==> src/rtl/mreq_pkg.sv <==
package mreq_pkg;

   typedef enum logic [2:0] {
      KIND_LOAD    = 3'd0,
      KIND_IFETCH  = 3'd1,
      KIND_STORE   = 3'd2,
      KIND_LOCK_RD = 3'd3,
      KIND_LOCK_WR = 3'd4
   } req_kind_e;

   typedef enum logic [1:0] {
      ISS_LOAD   = 2'd0,
      ISS_IFETCH = 2'd1,
      ISS_STORE  = 2'd2
   } iss_kind_e;

   localparam logic [1:0] MODE_SUPER = 2'd1;

   function automatic logic kind_is_write(input logic [2:0] k);
      return (k == KIND_STORE) || (k == KIND_LOCK_RD) || (k == KIND_LOCK_WR);
   endfunction

endpackage

==> src/rtl/mreq_xlate.sv <==
module mreq_xlate
   import mreq_pkg::*;
#(
   parameter int LAT_W      = 4,
   parameter int ICACHE_LAT = 2,
   parameter int DCACHE_LAT = 3
) (
   input  logic [2:0]       kind,
   input  logic [1:0]       mode,
   output logic             is_write,
   output logic             is_lock_wr,
   output logic             is_lock_rd,
   output logic [1:0]       iss_kind,
   output logic             iss_super,
   output logic [LAT_W-1:0] iss_lat
);

   always_comb begin
      is_write   = kind_is_write(kind);
      is_lock_wr = (kind == KIND_LOCK_WR);
      is_lock_rd = (kind == KIND_LOCK_RD);
      iss_super  = (mode == MODE_SUPER);
      case (kind)
         KIND_IFETCH:                          iss_kind = ISS_IFETCH;
         KIND_STORE, KIND_LOCK_RD, KIND_LOCK_WR: iss_kind = ISS_STORE;
         default:                              iss_kind = ISS_LOAD;
      endcase
   end

   // latency select collapses to a constant when both caches match
   generate
      if (ICACHE_LAT == DCACHE_LAT) begin : g_lat_same
         assign iss_lat = LAT_W'(DCACHE_LAT);
      end else begin : g_lat_split
         assign iss_lat = (kind == KIND_IFETCH) ? LAT_W'(ICACHE_LAT) : LAT_W'(DCACHE_LAT);
      end
   endgenerate

endmodule

==> src/rtl/mreq_track_table.sv <==
module mreq_track_table #(
   parameter int DEPTH  = 4,
   parameter int LINE_W = 8,
   parameter int ID_W   = 8,
   parameter int THRESH = 64
) (
   input  logic                           clk,
   input  logic                           rst_n,
   input  logic [LINE_W-1:0]              look_line,
   output logic                           look_hit,
   input  logic                           ins_en,
   input  logic [LINE_W-1:0]              ins_line,
   input  logic                           ins_lock,
   input  logic [ID_W-1:0]                ins_id,
   input  logic                           del_en,
   input  logic [LINE_W-1:0]              del_line,
   output logic                           del_hit,
   output logic [ID_W-1:0]                del_id,
   output logic                           del_lock,
   output logic                           full,
   output logic [$clog2(DEPTH+1)-1:0]     count,
   output logic                           aged
);

   localparam int CW    = $clog2(DEPTH + 1);
   localparam int IW    = (DEPTH > 1) ? $clog2(DEPTH) : 1;
   localparam int AGE_W = $clog2(THRESH);
   localparam logic [AGE_W-1:0] AGE_SAT = AGE_W'(THRESH - 1);

   logic [DEPTH-1:0] vld, look_m, del_m, old_m, lock_v;
   logic [ID_W-1:0]  id_v [DEPTH];
   logic [IW-1:0]    free_idx;

   generate
      for (genvar g = 0; g < DEPTH; g++) begin : g_slot
         logic              v_r, lock_r;
         logic [LINE_W-1:0] line_r;
         logic [ID_W-1:0]   id_r;
         logic [AGE_W-1:0]  age_r;
         logic              take;

         assign take = ins_en && !v_r && (free_idx == IW'(g));

         always_ff @(posedge clk) begin
            if (!rst_n) begin
               v_r    <= 1'b0;
               lock_r <= 1'b0;
               line_r <= '0;
               id_r   <= '0;
               age_r  <= '0;
            end else if (take) begin
               v_r    <= 1'b1;
               lock_r <= ins_lock;
               line_r <= ins_line;
               id_r   <= ins_id;
               age_r  <= '0;
            end else if (del_en && del_m[g]) begin
               v_r <= 1'b0;
            end else if (v_r && age_r != AGE_SAT) begin
               age_r <= age_r + AGE_W'(1);
            end
         end

         assign vld[g]    = v_r;
         assign look_m[g] = v_r && (line_r == look_line);
         assign del_m[g]  = v_r && (line_r == del_line);
         // saturated age means THRESH is reached at the coming edge
         assign old_m[g]  = v_r && (age_r == AGE_SAT);
         assign lock_v[g] = lock_r;
         assign id_v[g]   = id_r;
      end
   endgenerate

   always_comb begin
      free_idx = '0;
      for (int i = DEPTH - 1; i >= 0; i--) begin
         if (!vld[i]) free_idx = IW'(i);
      end
   end

   always_comb begin
      del_id   = '0;
      del_lock = 1'b0;
      count    = '0;
      for (int i = 0; i < DEPTH; i++) begin
         if (del_m[i]) begin
            del_id   = del_id | id_v[i];
            del_lock = del_lock | lock_v[i];
         end
         if (vld[i]) count = count + CW'(1);
      end
   end

   assign look_hit = |look_m;
   assign del_hit  = |del_m;
   assign full     = &vld;
   assign aged     = |old_m;

   a_r3_line_unique : assert property (@(posedge clk) disable iff (!rst_n)
      $onehot0(look_m));
   a_r2_no_full_insert : assert property (@(posedge clk) disable iff (!rst_n)
      ins_en |-> !full);

endmodule

==> src/rtl/mreq_watchdog.sv <==
module mreq_watchdog #(
   parameter int THRESH = 64
) (
   input  logic clk,
   input  logic rst_n,
   input  logic arm,
   input  logic keep,
   input  logic aged,
   output logic active,
   output logic deadlock
);

   localparam int TW = $clog2(THRESH);
   localparam logic [TW-1:0] RELOAD = TW'(THRESH - 1);

   logic [TW-1:0] tmr;

   always_ff @(posedge clk) begin
      if (!rst_n) begin
         active   <= 1'b0;
         tmr      <= '0;
         deadlock <= 1'b0;
      end else if (!active) begin
         if (arm) begin
            active <= 1'b1;
            tmr    <= RELOAD;
         end
      end else if (tmr == '0) begin
         if (aged) deadlock <= 1'b1;
         if (keep) tmr <= RELOAD;
         else      active <= 1'b0;
      end else begin
         tmr <= tmr - TW'(1);
      end
   end

   a_r5_deadlock_sticky : assert property (@(posedge clk) disable iff (!rst_n)
      deadlock |=> deadlock);

endmodule

==> src/rtl/mreq_sequencer.sv <==
module mreq_sequencer #(
   parameter int LINE_W     = 8,
   parameter int ID_W       = 8,
   parameter int RD_DEPTH   = 4,
   parameter int WR_DEPTH   = 4,
   parameter int MAX_OUT    = 6,
   parameter int THRESH     = 64,
   parameter int LAT_W      = 4,
   parameter int ICACHE_LAT = 2,
   parameter int DCACHE_LAT = 3
) (
   input  logic                                      clk,
   input  logic                                      rst_n,
   input  logic                                      req_valid,
   input  logic [2:0]                                req_kind,
   input  logic [1:0]                                req_mode,
   input  logic [LINE_W-1:0]                         req_line,
   output logic                                      req_ready,
   output logic [ID_W-1:0]                           req_id,
   output logic                                      iss_valid,
   output logic [1:0]                                iss_kind,
   output logic                                      iss_super,
   output logic [LINE_W-1:0]                         iss_line,
   output logic [LAT_W-1:0]                          iss_lat,
   output logic [ID_W-1:0]                           iss_id,
   output logic                                      lkfail_valid,
   output logic [ID_W-1:0]                           lkfail_id,
   input  logic                                      rsp_valid,
   input  logic                                      rsp_write,
   input  logic [LINE_W-1:0]                         rsp_line,
   output logic                                      done_valid,
   output logic [ID_W-1:0]                           done_id,
   output logic                                      proto_err,
   output logic                                      deadlock,
   output logic [$clog2(RD_DEPTH+WR_DEPTH+1)-1:0]    outstanding
);

   localparam int CNT_W = $clog2(RD_DEPTH + WR_DEPTH + 1);
   localparam int RC_W  = $clog2(RD_DEPTH + 1);
   localparam int WC_W  = $clog2(WR_DEPTH + 1);

   generate
      if (MAX_OUT < 1 || MAX_OUT > RD_DEPTH + WR_DEPTH) begin : g_bad_max
         $error("MAX_OUT must lie between 1 and the sum of both table depths");
      end
      if (THRESH < 2) begin : g_bad_thresh
         $error("THRESH must be at least 2");
      end
      if (ICACHE_LAT >= (1 << LAT_W) || DCACHE_LAT >= (1 << LAT_W)) begin : g_bad_lat
         $error("latencies must fit in LAT_W bits");
      end
   endgenerate

   // request decode
   logic             k_write, k_lock_wr, k_lock_rd, k_super;
   logic [1:0]       k_iss;
   logic [LAT_W-1:0] k_lat;

   mreq_xlate #(.LAT_W(LAT_W), .ICACHE_LAT(ICACHE_LAT), .DCACHE_LAT(DCACHE_LAT)) u_xlate (
      .kind(req_kind), .mode(req_mode), .is_write(k_write), .is_lock_wr(k_lock_wr),
      .is_lock_rd(k_lock_rd), .iss_kind(k_iss), .iss_super(k_super), .iss_lat(k_lat)
   );

   // tables
   logic              rd_hit, wr_hit, rd_del_hit, wr_del_hit, rd_full, wr_full;
   logic              rd_aged, wr_aged, rd_del_lock, wr_del_lock;
   logic [ID_W-1:0]   rd_del_id, wr_del_id;
   logic [RC_W-1:0]   rd_count;
   logic [WC_W-1:0]   wr_count;
   logic              ins, ins_rd, ins_wr, acc, lk_fail;
   logic [ID_W-1:0]   id_ctr;

   mreq_track_table #(.DEPTH(RD_DEPTH), .LINE_W(LINE_W), .ID_W(ID_W), .THRESH(THRESH)) u_rd_tbl (
      .clk(clk), .rst_n(rst_n), .look_line(req_line), .look_hit(rd_hit),
      .ins_en(ins_rd), .ins_line(req_line), .ins_lock(1'b0), .ins_id(id_ctr),
      .del_en(rsp_valid && !rsp_write), .del_line(rsp_line), .del_hit(rd_del_hit),
      .del_id(rd_del_id), .del_lock(rd_del_lock), .full(rd_full), .count(rd_count),
      .aged(rd_aged)
   );

   mreq_track_table #(.DEPTH(WR_DEPTH), .LINE_W(LINE_W), .ID_W(ID_W), .THRESH(THRESH)) u_wr_tbl (
      .clk(clk), .rst_n(rst_n), .look_line(req_line), .look_hit(wr_hit),
      .ins_en(ins_wr), .ins_line(req_line), .ins_lock(k_lock_rd), .ins_id(id_ctr),
      .del_en(rsp_valid && rsp_write), .del_line(rsp_line), .del_hit(wr_del_hit),
      .del_id(wr_del_id), .del_lock(wr_del_lock), .full(wr_full), .count(wr_count),
      .aged(wr_aged)
   );

   // admission
   logic             rsv_v;
   logic [LINE_W-1:0] rsv_line;
   logic             rsv_match, class_full;
   logic [CNT_W-1:0] cnt_q, cnt_nxt;

   assign class_full = k_write ? wr_full : rd_full;
   assign req_ready  = (cnt_q < CNT_W'(MAX_OUT)) && !rd_hit && !wr_hit && !class_full;
   assign acc        = req_valid && req_ready;
   assign rsv_match  = rsv_v && (rsv_line == req_line);
   assign lk_fail    = acc && k_lock_wr && !rsv_match;
   assign ins        = acc && !lk_fail;
   assign ins_rd     = ins && !k_write;
   assign ins_wr     = ins && k_write;
   assign req_id     = id_ctr;

   // completion
   logic            rsp_hit, rsp_lock;
   logic [ID_W-1:0] rsp_id;

   assign rsp_hit  = rsp_valid && (rsp_write ? wr_del_hit : rd_del_hit);
   assign rsp_lock = rsp_write ? wr_del_lock : rd_del_lock;
   assign rsp_id   = rsp_write ? wr_del_id : rd_del_id;

   always_comb begin
      cnt_nxt = cnt_q;
      if (ins)     cnt_nxt = cnt_nxt + CNT_W'(1);
      if (rsp_hit) cnt_nxt = cnt_nxt - CNT_W'(1);
   end

   always_ff @(posedge clk) begin
      if (!rst_n) begin
         cnt_q        <= '0;
         id_ctr       <= '0;
         rsv_v        <= 1'b0;
         rsv_line     <= '0;
         iss_valid    <= 1'b0;
         iss_kind     <= '0;
         iss_super    <= 1'b0;
         iss_line     <= '0;
         iss_lat      <= '0;
         iss_id       <= '0;
         lkfail_valid <= 1'b0;
         lkfail_id    <= '0;
         done_valid   <= 1'b0;
         done_id      <= '0;
         proto_err    <= 1'b0;
      end else begin
         cnt_q <= cnt_nxt;
         if (acc) id_ctr <= id_ctr + ID_W'(1);
         // a fresh locked-read completion wins over a same-cycle clear
         if (rsp_hit && rsp_write && rsp_lock) begin
            rsv_v    <= 1'b1;
            rsv_line <= rsp_line;
         end else if (acc && k_lock_wr && rsv_match) begin
            rsv_v <= 1'b0;
         end
         iss_valid    <= ins;
         iss_kind     <= k_iss;
         iss_super    <= k_super;
         iss_line     <= req_line;
         iss_lat      <= k_lat;
         iss_id       <= id_ctr;
         lkfail_valid <= lk_fail;
         lkfail_id    <= id_ctr;
         done_valid   <= rsp_hit;
         done_id      <= rsp_id;
         proto_err    <= rsp_valid && !rsp_hit;
      end
   end

   assign outstanding = cnt_q;

   // watchdog
   logic wd_active;

   mreq_watchdog #(.THRESH(THRESH)) u_wd (
      .clk(clk), .rst_n(rst_n), .arm(ins), .keep(cnt_nxt != '0),
      .aged(rd_aged || wr_aged), .active(wd_active), .deadlock(deadlock)
   );

   a_r2_cap_limit : assert property (@(posedge clk) disable iff (!rst_n)
      outstanding <= CNT_W'(MAX_OUT));
   a_r4_count_sum : assert property (@(posedge clk) disable iff (!rst_n)
      outstanding == CNT_W'(rd_count) + CNT_W'(wr_count));
   a_r3_one_table : assert property (@(posedge clk) disable iff (!rst_n)
      !(rd_hit && wr_hit));
   a_r8_fail_not_issued : assert property (@(posedge clk) disable iff (!rst_n)
      lkfail_valid |-> !iss_valid);
   a_r9_kind_range : assert property (@(posedge clk) disable iff (!rst_n)
      iss_valid |-> iss_kind != 2'd3);
   a_r6_wd_armed : assert property (@(posedge clk) disable iff (!rst_n)
      (outstanding != '0) |-> wd_active);
   a_r13_done_follows_rsp : assert property (@(posedge clk) disable iff (!rst_n)
      done_valid |-> $past(rsp_valid));

endmodule

==> config.mk <==
export PLATFORM = sky130hd
export DESIGN_NAME = mreq_sequencer
export DESIGN_NICKNAME = d
export VERILOG_FILES = /design/src/rtl/mreq_pkg.sv /design/src/rtl/mreq_xlate.sv /design/src/rtl/mreq_track_table.sv /design/src/rtl/mreq_watchdog.sv /design/src/rtl/mreq_sequencer.sv
export SDC_FILE = /design/constraint.sdc
export NUM_CORES = 1
export LEC_CHECK = 0
export ABC_AREA = 1
export ABC_CLOCK_PERIOD_IN_PS = 7300
export CORE_MARGIN = 1
export CORE_UTILIZATION = 30
export DETAILED_ROUTE_END_ITERATION = 7
export GPL_ROUTABILITY_DRIVEN = 0
export PLACE_DENSITY = 0.44
export SYNTH_ARGS = -nofsm -noshare
export SYNTH_HDL_FRONTEND = slang
export SYNTH_SLANG_ARGS = --single-unit
==> constraint.sdc <==
create_clock -name clk -period 7.3 [get_ports clk]
set_clock_uncertainty 0.2 [all_clocks]
set_input_delay 1.095 -clock clk [delete_from_list [all_inputs] [get_ports clk]]
set_output_delay 1.095 -clock clk [all_outputs]
set_load 0.02 [all_outputs]
==> impl_metrics.ini <==
[floorplan]
start_util_pct = 30.6
fp-row-count = 72
ios = 83
die_area_um2 = 40500
floorplan.core_area_um2 = 38900
fp.dieW_um = 201
die_outline_height_um = 201

[logic_synthesis]
yosys.area.top_type_share_pct = 42.1
synth_top_family_by_area = compound AO/OA/AOI/OAI gates
ys.flop_type = dfxtp_1
synth_async_sr_flop_share_pct = 0
synth_xor_xnor_area_share_pct = 4.05
synth_seq_cells = 250
post_synth_mux_area_share_pct = 0
synthAdderAreaFrac_pct = 1.37
syn-instance-count = 1566
synth_top_area_cell = dfxtp_1
synth_area_um2 = 11900
synthesis.yosys.warnings = 0
post_synth_num_cell_types = 54
synth_seq_area_share_pct = 42.1
synth_area_per_cell_um2 = 7.60
synth_area_in_compound_gates_pct = 19.9
synth.top_cells.by_count = inv_1, nand2_1, dfxtp_1
synthMostInstantiatedCell = inv_1
number_of_enable_type_register_cells_in_the_synthesized_netlist = 0
yosys-top-cells-area = dfxtp_1, inv_1, nand2_1, o22ai_1, nor2_1
yosys.area_share.simple_pct = 19.8

[setup_path]
arrival_ns = 3.81
crit_type = input port to output pin
timing.critical_path.cells = clkdlybuf4s50_1, inv_1, nand2_1, nand2_1, inv_1, nand2_1, nor2_1, nand3_1, nand2_1, nor2_1, nand3_2, inv_1, clkdlybuf4s50_1
crit_top_cell = nand2_1
crit_path_top_delay_cell = clkdlybuf4s50_1
worst-path-max-fanout = 12
cp_num_buf_inv = 5
slowest_cell_delay_on_critical_path_ns = 0.71
worstPathRequired_ns = 6.00
endpoint_kind = output pin
crit_path_start_kind = input port
setup_slack_of_the_most_critical_reg_to_reg_path_ns = 3.62
source_of_the_worst_register_to_register_timing_path = u_wr_tbl.g_slot[2].v_r$_SDFFE_PN0P_
worstRegToRegCells = 16
critical_path.reg2reg.endpoint = u_rd_tbl.g_slot[3].line_r[1]$_SDFFE_PN0P_
critical-path-top-delay-family = buffers and inverters

[power_and_ir_drop]
pwr_density_cell_nw_per_um2 = 236
vdd_drop_max_mv = 0.146
power.leakage_nw = 5.91
fin_total_pwr_mw = 3.28

[run]
maxCapViolations = 0

[drt]
detailedRoute.firstIterationViolations = 725
route.detailed.wl_per_inst_um = 19.0
tritonroute_pass_1_iters = 6
detailroute.via_count = 10500
final_antenna_net_count = 0
via_per_inst = 4.89
route.detailed.drc = 0
routed_wl_um = 40800

[placed_design]
port-buffer-count = 80
detailedPlacementHpwl_um = 29500

[timing]
setup_viol = 0
final-max-slew-violation-count = 0
min_tclk_post_route_ns = 5.11
setup_repair_after_global_routing_missed_its_margin = false
fin_setup_tns_ns = 0
max_slew.worst_pin.slew_ns = 1.25
clock.fmax_mhz = 196
layout_worst_path_cycle_share_pct = 69.9
maxSlewHeadroom_pct = 16.2
timing_hold_violations_final = 0

[layout]
final_layout_size_suffix_gt1_share_pct = 9.30
finish.net_count = 1655
antenna_cells_inserted = 0
layout_overhead_on_the_synthesized_area_pct = 17.0

[clock_network]
cts_buffers = 29
clock-root-buffer = clkbuf_16
cts-hold-fix-buffers = 0
largest_buffer_count_on_any_clock_path = 3
htree_num_levels = 1
numClockSinks = 250
cts.repair.resized = 0
clk_pin_slew_ns = 0.06
worstSkewPairLatency_ns = 0.58
tritoncts = done
post-cts-setup-buffer-count = 0

[global_route]
grt_start_max_net_pins = 32
overflow = 0
via_count_of_the_first_global_routing_pass = 10200
first_pass_grt_wire_length_um = 62600
antenna_found_initial = 0
groute.usage.overall_pct = 20.1

[worst_hold_path]
hold_path.startpoint = u_wr_tbl.g_slot[2].lock_r$_SDFFE_PN0P_
worstHoldPathCells = 2
hold_path_class = flip-flop to flip-flop
timing.hold.worst_endpoint = u_wr_tbl.g_slot[2].lock_r$_SDFFE_PN0P_

[outcome]
outcome = finished, final reports clean
==> per-stage QoR <==
| step | utilization, % | hold WS (ns) | instance area [µm²] | cells | worst slack [ns] |
|---|---|---|---|---|---|
| after floorplan | - | 0.224 | 11900 | 1567 | 3.73 |
| after global placement | 33.3 | 0.239 | 13000 | 2103 | 2.07 |
| after detailed placement | 33.3 | 0.247 | 13000 | 2103 | 2.05 |
| after CTS | 35.8 | 0.255 | 13900 | 2152 | 2.21 |
| after global routing | 35.8 | 0.275 | 13900 | 2152 | 2.06 |
| final | 35.8 | 0.255 | 13900 | 2152 | 2.19 |
==> tightest hold or removal path: stages, from the launching register on <==
cell and delay, ns:
dfxtp_1 0.29, inv_1 0.05, a21oi_1 0.06
==> worst max-delay path by stage <==
stage,from,endpoint,slack (ns),cells after the start
floorplan,req_line[7],u_wd.tmr[1]$_SDFFE_PN0P_,3.73,25
global placement,rsp_line[1],u_wd.tmr[4]$_SDFFE_PN0P_,2.07,18
detailed placement,req_line[2],u_rd_tbl.g_slot[3].line_r[1]$_SDFFE_PN0P_,2.05,16
CTS,req_line[2],req_ready,2.21,10
global route,req_line[3],req_ready,2.06,13
finish,req_line[3],req_ready,2.19,13
==> cell families after synthesis <==
logic type / Yosys count
XOR/XNOR: 55
AND/OR/NAND/NOR: 524
flip-flops: 250
buffers and inverters: 364
other: 1
adder cells (fa/ha/maj): 13
AO/OA/AOI/OAI: 359
==> final cells by class <==
class / count / area, µm²
inverters: 297 / 1120
clock inverters: 7 / 100
flip-flops and latches: 250 / 5000
fillers: 4149 / 25000
well taps: 518 / 648
multi-input cells: 953 / 5370
repair buffers: 85 / 833
clock buffers: 42 / 845
==> report_power, final <==
part	leakage, nW	internal [mW]	switching (mW)
combinational	3.41	0.119	0.239
clock	0.468	0.867	0.600
sequential	2.03	1.41	0.0419
total	5.91	2.40	0.881
==> state kept, by name, summed over array words and instances, names as in the netlist, 2 cells and up <==
signal / count
outstanding: 4
iss_line: 8
u_rd_tbl.g_slot.id_r: 32
u_wr_tbl.g_slot.id_r: 32
rsv_line: 8
iss_lat: 2
u_rd_tbl.g_slot.v_r: 4
u_wd.tmr: 6
iss_kind: 2
lkfail_id: 8
req_id: 8
u_rd_tbl.g_slot.age_r: 24
u_wr_tbl.g_slot.age_r: 24
u_wr_tbl.g_slot.line_r: 32
u_rd_tbl.g_slot.line_r: 32
u_wr_tbl.g_slot.lock_r: 4
u_wr_tbl.g_slot.v_r: 4
done_id: 8
==> layout by cell type (no fill, tap or decap), types with 31 or more instances in the layout <==
master	n
nand3_1	56
clkdlybuf4s50_1	79
inv_1	268
o22ai_1	100
o21ai_0	65
dfxtp_1	250
a22oi_1	31
xor2_1	31
nand2_1	251
a21oi_1	80
nor2_1	131
==> routing by layer <==
| layer | routed length, µm | GRT usage, % |
|---|---|---|
| met4 | 1120 | 5.73 |
| met1 | 18900 | 27.4 |
| met5 | 0 | 0 |
| met3 | 2140 | 2.87 |
| met2 | 18600 | 32.9 |
(Power assumes the default switching activity.)
